--- src/rtl/e1cas_pkg.sv ---
package e1cas_pkg;

  // True when a bit position lies inside a slot window [start, start+width).
  function automatic logic f_in_window(input int unsigned pos,
                                       input int unsigned start,
                                       input int unsigned width);
    return (pos >= start) && (pos < start + width);
  endfunction

  // Index of the byte bit sent at a window position, most significant first.
  function automatic int unsigned f_msb_first(input int unsigned pos,
                                              input int unsigned start,
                                              input int unsigned width);
    return width - 1 - (pos - start);
  endfunction

endpackage

--- src/rtl/e1cas_timing.sv ---
module e1cas_timing #(
  parameter int BITS_PER_FRAME = 256,
  parameter int FRAMES         = 16,
  parameter int SLOT_IDX       = 16,
  parameter int SLOT_BITS      = 8
) (
  input  logic                         clk,
  input  logic                         rst_n,
  input  logic                         bit_ce,
  output logic                         frame_end,
  output logic                         mf_end,
  output logic                         in_slot,
  output logic [$clog2(SLOT_BITS)-1:0] slot_bit
);
  import e1cas_pkg::*;

  localparam int BIT_W = $clog2(BITS_PER_FRAME);
  localparam int FRM_W = $clog2(FRAMES);
  localparam int SB_W  = $clog2(SLOT_BITS);
  localparam int unsigned SLOT_START = SLOT_IDX * SLOT_BITS;

  logic [BIT_W-1:0] bit_q;
  logic [FRM_W-1:0] frm_q;

  assign frame_end = bit_ce && (bit_q == BIT_W'(BITS_PER_FRAME - 1));
  assign mf_end    = frame_end && (frm_q == FRM_W'(FRAMES - 1));

  always_ff @(posedge clk or negedge rst_n) begin
    if (!rst_n) begin
      bit_q <= '0;
      frm_q <= '0;
    end else if (bit_ce) begin
      if (frame_end) begin
        bit_q <= '0;
        frm_q <= mf_end ? '0 : frm_q + 1'b1;
      end else begin
        bit_q <= bit_q + 1'b1;
      end
    end
  end

  assign in_slot  = f_in_window(32'(bit_q), SLOT_START, SLOT_BITS);
  assign slot_bit = in_slot ? SB_W'(f_msb_first(32'(bit_q), SLOT_START, SLOT_BITS))
                            : '0;

endmodule

--- src/rtl/e1cas_sigbuf.sv ---
module e1cas_sigbuf #(
  parameter int ENTRIES = 16,
  parameter int DW      = 8
) (
  input  logic                       clk,
  input  logic                       rst_n,
  input  logic                       wr_en,
  input  logic [$clog2(ENTRIES)-1:0] wr_addr,
  input  logic [DW-1:0]              wr_data,
  input  logic [$clog2(ENTRIES)-1:0] rd_addr,
  output logic [DW-1:0]              rd_word,
  output logic [ENTRIES*DW-1:0]      image
);
  localparam int AW = $clog2(ENTRIES);

  logic [DW-1:0] ent_q [ENTRIES];

  for (genvar i = 0; i < ENTRIES; i++) begin : g_ent
    always_ff @(posedge clk or negedge rst_n) begin
      if (!rst_n)
        ent_q[i] <= '0;
      else if (wr_en && (wr_addr == AW'(i)))
        ent_q[i] <= wr_data;
    end
    assign image[i*DW +: DW] = ent_q[i];
  end

  assign rd_word = ent_q[rd_addr];

endmodule

--- src/rtl/e1cas_shadow.sv ---
module e1cas_shadow #(
  parameter int ENTRIES = 16,
  parameter int DW      = 8
) (
  input  logic                  clk,
  input  logic                  rst_n,
  input  logic                  load,
  input  logic                  advance,
  input  logic [ENTRIES*DW-1:0] image_in,
  output logic [DW-1:0]         head_byte
);
  logic [DW-1:0] stage_q [ENTRIES];

  for (genvar i = 0; i < ENTRIES; i++) begin : g_stage
    localparam int NXT = (i + 1) % ENTRIES;
    always_ff @(posedge clk or negedge rst_n) begin
      if (!rst_n)
        stage_q[i] <= '0;
      else if (load)
        stage_q[i] <= image_in[i*DW +: DW];
      else if (advance)
        stage_q[i] <= stage_q[NXT];
    end
  end

  assign head_byte = stage_q[0];

endmodule

--- src/rtl/e1cas_tx_ins.sv ---
module e1cas_tx_ins #(
  parameter int BITS_PER_FRAME = 256,
  parameter int FRAMES         = 16,
  parameter int SLOT_IDX       = 16,
  parameter int SLOT_BITS      = 8
) (
  input  logic                      clk,
  input  logic                      rst_n,
  input  logic                      bit_ce,
  input  logic                      tx_in,
  input  logic                      ins_en,
  output logic                      tx_out,
  input  logic                      wr_en,
  input  logic [$clog2(FRAMES)-1:0] wr_addr,
  input  logic [SLOT_BITS-1:0]      wr_data,
  input  logic                      rd_sel,
  input  logic [$clog2(FRAMES)-1:0] rd_addr,
  input  logic [SLOT_BITS-1:0]      rx_rd_data,
  output logic [SLOT_BITS-1:0]      rd_data,
  output logic                      mf_pulse
);
  localparam int ENTRIES = FRAMES;
  localparam int DW      = SLOT_BITS;
  localparam int SB_W    = $clog2(SLOT_BITS);

  // Named internal events, observed by the bound checker.
  logic                frame_end;
  logic                mf_end;
  logic                in_slot;
  logic [SB_W-1:0]     slot_bit;
  logic [DW-1:0]       head_byte;
  logic [DW-1:0]       buf_word;
  logic [ENTRIES*DW-1:0] buf_image;
  logic                ins_bit;
  logic                pulse_q;

  e1cas_timing #(
    .BITS_PER_FRAME(BITS_PER_FRAME),
    .FRAMES        (FRAMES),
    .SLOT_IDX      (SLOT_IDX),
    .SLOT_BITS     (SLOT_BITS)
  ) u_timing (
    .clk      (clk),
    .rst_n    (rst_n),
    .bit_ce   (bit_ce),
    .frame_end(frame_end),
    .mf_end   (mf_end),
    .in_slot  (in_slot),
    .slot_bit (slot_bit)
  );

  e1cas_sigbuf #(
    .ENTRIES(ENTRIES),
    .DW     (DW)
  ) u_sigbuf (
    .clk    (clk),
    .rst_n  (rst_n),
    .wr_en  (wr_en),
    .wr_addr(wr_addr),
    .wr_data(wr_data),
    .rd_addr(rd_addr),
    .rd_word(buf_word),
    .image  (buf_image)
  );

  e1cas_shadow #(
    .ENTRIES(ENTRIES),
    .DW     (DW)
  ) u_shadow (
    .clk      (clk),
    .rst_n    (rst_n),
    .load     (mf_end),
    .advance  (frame_end && !mf_end),
    .image_in (buf_image),
    .head_byte(head_byte)
  );

  assign ins_bit = head_byte[slot_bit];
  assign tx_out  = (ins_en && in_slot) ? ins_bit : tx_in;
  assign rd_data = rd_sel ? buf_word : rx_rd_data;

  always_ff @(posedge clk or negedge rst_n) begin
    if (!rst_n) pulse_q <= 1'b0;
    else        pulse_q <= mf_end;
  end
  assign mf_pulse = pulse_q;

endmodule

--- config.mk ---
export PLATFORM = sky130hd
export DESIGN_NAME = e1cas_tx_ins
export DESIGN_NICKNAME = d
export VERILOG_FILES = /design/src/rtl/e1cas_pkg.sv /design/src/rtl/e1cas_timing.sv /design/src/rtl/e1cas_sigbuf.sv /design/src/rtl/e1cas_shadow.sv /design/src/rtl/e1cas_tx_ins.sv
export SDC_FILE = /design/constraint.sdc
export NUM_CORES = 1
export LEC_CHECK = 0
export ABC_AREA = 1
export ABC_CLOCK_PERIOD_IN_PS = 1700
export BUFFER_PORTS_ARGS = -buffer_cell sky130_fd_sc_hd__buf_4
export CORE_ASPECT_RATIO = 1.75
export CORE_UTILIZATION = 35
export CTS_BUF_LIST = sky130_fd_sc_hd__clkbuf_2
export DETAILED_ROUTE_END_ITERATION = 6
export SLEW_MARGIN = 10
export SYNTH_ARGS = -nofsm -noshare
export SYNTH_HDL_FRONTEND = slang
export SYNTH_SLANG_ARGS = --single-unit
--- constraint.sdc ---
create_clock -name clk -period 1.7 [get_ports clk]
set_input_delay 0.255 -clock clk [delete_from_list [all_inputs] [get_ports clk]]
set_output_delay 0.255 -clock clk [all_outputs]
set_load 0.02 [all_outputs]
After elaboration in Yosys (flattened, before gate mapping)
Cells that the tools add are included.
{"block": "word_totals", "output_inout_bits": 10, "wordCells": 128, "input_bits": 31, "regBits": 269}
{"block": "classes", "bitwise_logic": 1, "mux": 42, "n_eq_ne": 17, "n_addsub": 4, "reduce_logical": 25, "order_cmp": 4}
{"operator": "8-bit two-way mux", "n": 36}
{"operator": "4-bit equality test, second input constant", "n": 9}
{"operator": "8-bit binary-select mux with 4-bit select", "n": 1}
{"operator": "1-bit logical AND", "n": 21}
{"operator": "4-bit by 3-bit equality test with 1-bit output, second input constant", "n": 4}
{"operator": "8-bit by 1-bit adder with 8-bit output, second input constant", "n": 1}
{"operator": "4-bit by 2-bit equality test with 1-bit output, second input constant", "n": 2}
{"operator": "8-bit equality test, second input constant", "n": 1}
{"operator": "8-bit greater-or-equal comparator, second input constant", "n": 1}
{"operator": "8-bit less-than comparator, second input constant", "n": 1}
{"operator": "5-bit greater-or-equal comparator, second input constant", "n": 1}
{"operator": "4-bit NOT with 5-bit output", "n": 1}
{"operator": "4-bit by 1-bit adder with 4-bit output, second input constant", "n": 1}
{"operator": "4-bit by 1-bit equality test with 1-bit output, second input constant", "n": 1}
{"operator": "4-bit zero test", "n": 1}
{"operator": "3-bit by 4-bit less-than comparator with 1-bit output, second input constant", "n": 1}
{"operator": "4-bit two-way mux", "n": 1}
{"operator": "1-bit binary-select mux with 3-bit select", "n": 1}
{"operator": "3-bit two-way mux", "n": 1}
{"operator": "3-bit by 1-bit subtractor with 3-bit output, second input constant", "n": 1}
{"operator": "3-bit subtractor, first input constant", "n": 1}
{"operator": "1-bit two-way mux", "n": 2}
{"operator": "2-bit AND reduction", "n": 1}
{"operator": "2-bit nonzero test", "n": 1}
{"operator": "1-bit zero test", "n": 1}

Logic depth before layout (Yosys ltp)
{"block": "logic_depth", "ltp_word": 7, "depth_mapped": 10, "ltp_nobuf": 9}

Hierarchy
From an unflattened synthesis, not the netlist that was laid out.
{"block": "hier_totals", "hier_cells": 1663, "area_unflattened_um2": 13017.5}
{"mod": "e1cas_sigbuf", "n_inst": 1, "seq_area_each_um2": 3203.1, "area_each_um2": 6262.3, "cells_per_inst": 834}
{"mod": "e1cas_shadow", "n_inst": 1, "seq_area_each_um2": 3203.1, "area_each_um2": 5823.1, "cells_per_inst": 706}
{"mod": "e1cas_timing", "n_inst": 1, "seq_area_each_um2": 300.3, "area_each_um2": 689.4, "cells_per_inst": 83}
{"mod": "e1cas_tx_ins", "n_inst": 1, "seq_area_each_um2": 25.0, "area_each_um2": 242.7, "cells_per_inst": 40}

Worst setup path before layout
Ideal clock, no wire load.
{"block": "synth_path", "path_type": "reg2reg", "startpoint": "register u_timing.bit_q[0]", "endpoint": "register u_shadow.stage_q[90] in the netlist's numbering", "path_slack_ns": 0.104, "arrival_time_ns": 1.478, "synth_period_minus_slack_ns": 1.596, "t_required_ns": 1.581, "stages_incl_launch_ff": 10, "n_path_buf": 2, "setup_ns": 0.119, "path_cell_list": "dfrtp_1 ha_1 nand2_1 nor2_2 nand2_1 nor3_4 buf_6 buf_6 nand3_1 o21a_1"}
{"block": "synth_via", "elab_chain_cells": 6, "elab_cells_between_ends": 7, "cone_classes": "1 x eq/ne; 1 x mux; 5 x reduce/logical"}
{"item": "start: declaration", "line": "e1cas_timing.sv:22", "rtl": "logic [BIT_W-1:0] bit_q;"}
{"item": "start signal: assignment", "line": "e1cas_timing.sv:37", "rtl": "bit_q <= bit_q + 1'b1;"}
{"item": "8-bit equality test *", "line": "e1cas_timing.sv:25", "rtl": "assign frame_end = bit_ce && (bit_q == BIT_W'(BITS_PER_FRAME - 1));"}
{"item": "1-bit logical AND *", "line": "e1cas_timing.sv:25"}
{"item": "1-bit logical AND", "line": "e1cas_timing.sv:26", "rtl": "assign mf_end = frame_end && (frm_q == FRM_W'(FRAMES - 1));"}
{"item": "1-bit zero test", "line": "e1cas_tx_ins.sv:73", "rtl": ".advance (frame_end && !mf_end),"}
{"item": "1-bit logical AND", "line": "e1cas_tx_ins.sv:73"}
{"item": "2-bit nonzero test (no line)"}
{"item": "end signal: indexed assignment", "line": "e1cas_shadow.sv:20", "rtl": "stage_q[i] <= image_in[i*DW +: DW];"}
{"item": "end signal: indexed assignment", "line": "e1cas_shadow.sv:22", "rtl": "stage_q[i] <= stage_q[NXT];"}
{"item": "end: declaration", "line": "e1cas_shadow.sv:12", "rtl": "logic [DW-1:0] stage_q [ENTRIES];"}
Every way passes the cells marked *; elsewhere a longest branch is shown, timed or not.
A chain may end at the register's enable or synchronous reset.

Worst setup path in the final report
{"block": "layout_path", "startpoint": "register u_timing.bit_q[2]", "endpoint": "output tx_out"}
{"block": "layout_via", "elab_chain_cells": 6, "elab_cells_between_ends": 10, "cone_classes": "2 x add/sub; 2 x order compare; 4 x mux; 2 x reduce/logical"}
{"item": "3-bit by 1-bit subtractor with 3-bit output (tied with other cells)", "line": "e1cas_pkg.sv:14", "rtl": "return width - 1 - (pos - start);"}
{"item": "3-bit subtractor / 1-bit logical AND (equally long branches)", "line": "e1cas_pkg.sv:14, e1cas_pkg.sv:7"}
{"item": "3-bit two-way mux", "line": "e1cas_timing.sv:43", "rtl": "assign slot_bit = in_slot ? SB_W'(f_msb_first(32'(bit_q), SLOT_START, SLOT_BITS))"}
{"item": "1-bit binary-select mux with 3-bit select", "line": "e1cas_tx_ins.sv:78", "rtl": "assign ins_bit = head_byte[slot_bit];"}
{"item": "1-bit two-way mux (not written as such)", "line": "e1cas_tx_ins.sv:78"}
{"item": "1-bit two-way mux *", "line": "e1cas_tx_ins.sv:79", "rtl": "assign tx_out = (ins_en && in_slot) ? ins_bit : tx_in;"}
{"item": "end: declaration", "line": "e1cas_tx_ins.sv:12", "rtl": "output logic tx_out,"}
Every way passes the cells marked *; elsewhere a longest branch is shown, timed or not. The select of a mux whose other input is x is not followed.

==> run metrics <==
Hold Path End u_sigbuf.image[59]; overall routing resource usage 22.7%; cts bufs inserted 59; Primary FF master, synth dfrtp_1; xor and xnor area share after synthesis 0.340%; Avg Inst Size Synth 7.93 sq um; Register Area 6730 sq um; Vias/cell 5.19; RR Endpoint u_shadow.stage_q[70]; startpoint types register; Clk pwr share 24.4%; GPL Wtd Cong 0.859; simple logic cell fraction of the synthesized area 28.7%; max-cap violations 0; Mapped Area 12900 sq um; final worst slack -0.720 ns; Setup TNS Final -64.79 ns; adder-cell area share of the yosys netlist 0.195%; via count 12200; Cell Count, Final, Fillers Out 2360; Tightest Hold Check Type in2reg; Net Sw Frac 34.0%; Comb pwr share 24.4%; CTS tree yes; Die Wd 147 um; number of synthesized flops with an enable pin 0; hold wc startpoint wr_addr[2]; Initial Utilization 35.6%; Detailed Place HPWL 25100 um; pre-CTS WS -0.0754 ns; mux cell area share after synthesis 0%; Post-Route WL 44100 um; R2R Setup Slk -0.53 ns; #FFs+latches synth 269; CP Class reg2out; Synth Area in Compound Gates 12.2%; Worst Reg-to-Reg Cells 13; Clock H-tree levels 2; largest family of logic cells by synthesized area simple AND/OR/NAND/NOR gates; top post-synthesis cells by count nand2_1, dfrtp_1, nand3_1; gr busiest metal met2; period utilisation layout 142%; CTS Buffer Depth 3; # rows 92; RSZ-0062 raised after global routing true; Seq pwr share 51.1%; CP Capture Type output port; Slew HR 61.4%; die area 37600 sq um; area leader, netlist dfrtp_1; Reg clk slew, reported paths 0.11 ns; initial antenna violation count 1; CP arrival 2.17 ns; Hold Worst Slack 0.0650 ns; area of the multi-input gates 6210 sq um; Worst Path Required 1.44 ns; WL/cell 18.7 um; critical path fanouts, max 7; hold depth 6; vias in the first global route 12100; met3 Use GR 2.75%; clk_lat worst skew 0.97 ns; pin count of the biggest net entering global routing 60; clock sink total 269; sequential fraction of the synthesis area 52.3%; post-synth top area share 52.3%; violated checks setup timing; layout cells sized above 1 26.9%; area grow syn2layout 37.3%; initial drt markers 917; count of final setup violators 150; FMAX 413 MHz; actual slew at the worst max-slew pin 0.577 ns; area of the core 36100 sq um; Die Y 256 um; gr ovfl total 0; Tmin final 2.42 ns; Slew Viols, Final 0; Placed Cells 2101; count leader, synth nand2_1; Sw Pwr 5.89 mW; antenna-violating nets left 0; count of final hold-check violations 0; Int Pwr 11.4 mW; status finished, violations left; first-pass GRT wire length 66400 um; TritonRoute pass-1 iters 6; Synth Warn # 0; port buffer count 40; top cells by area, synth dfrtp_1, nand2_1, nand3_1; Pwr Density 982 nW/um^2; origin of the critical flop-to-flop path u_timing.bit_q[0]; syn_nets 1656; Root Driver clkbuf_2; met1 Track Usage GR 25.5%; VDD IR max 440 uV; DRC Markers 0; Layout Skew 0.0657 ns; Synth cell types 24; met2 usage 41.9%; Lkg Pwr 8.03 nW; I/O pin total 41; Post-Syn Instances 1623; fillers 3447; asr flop ratio synth 100%; NumNets Final 1876; overall power 17.3 mW
## state kept, by name, indices dropped and copies added (netlist names)
| name | count |
|---|---|
| mf_pulse | 1 |
| u_shadow.head_byte | 8 |
| u_shadow.stage_q | 120 |
| u_sigbuf.image | 128 |
| u_timing.bit_q | 8 |
| u_timing.frm_q | 4 |
## cells in the final DEF (no fill, tap or decap), types with 2 or more instances in the layout
master,n
nand2_1,552
dlygate4sd3_1,29
a21oi_1,3
nand3_4,7
buf_6,23
nor3_1,3
nor2_4,27
o21ai_1,2
inv_2,6
nand2_2,27
nor2_2,12
buf_12,36
nand3_2,88
buf_8,10
buf_4,134
clkinv_1,10
inv_1,60
nand3_1,110
dfrtp_1,269
clkbuf_16,9
nand4_1,2
nand2_4,3
nor2_1,76
clkbuf_2,95
buf_16,23
o21a_1,94
o21ai_0,162
xor2_1,3
## logic make-up (layout without fill, tap and decap cells)
group           count (synthesis)  count (layout)
compound gates                266             266
simple gates                  908             908
other cells                     0               1
buf+inv                       173             439
xor+xnor                        5               5
flops                         269             269
fa+ha+maj                       2               2
## cell type report
| class | instances | share of cell area [%] |
|---|---|---|
| Sequential cell | 269 | 38.1 |
| Multi-Input combinational cell | 1181 | 35.1 |
| Timing Repair Buffer | 266 | 18.8 |
| Tap cell | 470 | 3.33 |
| Clock buffer | 95 | 2.69 |
| Inverter | 66 | 1.49 |
| Clock inverter | 12 | 0.404 |
| Antenna cell | 1 | 0.0142 |
## power by group through the flow
stage / Clock [mW] / Sequential [mW] / Combinational (mW)
6_report: 4.23 / 8.87 / 4.24
3_3_place_gp: 0 / 8.95 / 3.10
5_1_grt: 4.59 / 9.04 / 4.73
3_5_place_dp: 0 / 8.99 / 3.20
2_1_floorplan: 0 / 8.67 / 2.26
4_1_cts: 4.32 / 8.84 / 3.72
## layer usage
layer,part of all wire (%),up-vias
met5,0,-
met1,37,5978
met2,54,398
met4,4.8,0
met3,4.5,127
li1,-,5741
## worst max-delay path by stage
stage	startpoint	endpoint	slack (ns)	cells after the start
2_1_floorplan	u_timing.bit_q[0]	u_shadow.stage_q[90]	0.10	9
3_3_place_gp	rd_addr[0]	rd_data[2]	-0.07	12
3_5_place_dp	rd_addr[0]	rd_data[2]	-0.08	12
4_1_cts	u_sigbuf.image[15]	rd_data[7]	-0.80	9
5_1_grt	u_timing.bit_q[2]	tx_out	-0.85	7
6_report	u_timing.bit_q[2]	tx_out	-0.72	7
## stage by stage
stage	instance area (sq um)	util (%)
final	17700	48.9
after global routing	17700	48.9
after CTS	16500	45.6
after detailed placement	14100	39.0
after global placement	14100	39.0
after floorplan	12900	-
## repair_timing
item	4_1_cts	5_1_grt
hold endpoints to repair	405	79
gates cloned	26	10
hold buffers	27	10
endpoints found under the setup margin	122	159
gates resized for setup	135	173
setup buffers	47	48
pin swaps	43	63
## worst max-delay path, cell delays in order, from the launching register on
cell and delay, ns:
dfrtp_1 0.40, buf_6 0.14, inv_2 0.07, a21oi_2 0.05, o211ai_1 0.25, nand3_1 0.11
nand2_1 0.09, buf_6 0.11
(Power assumes the default switching activity.)
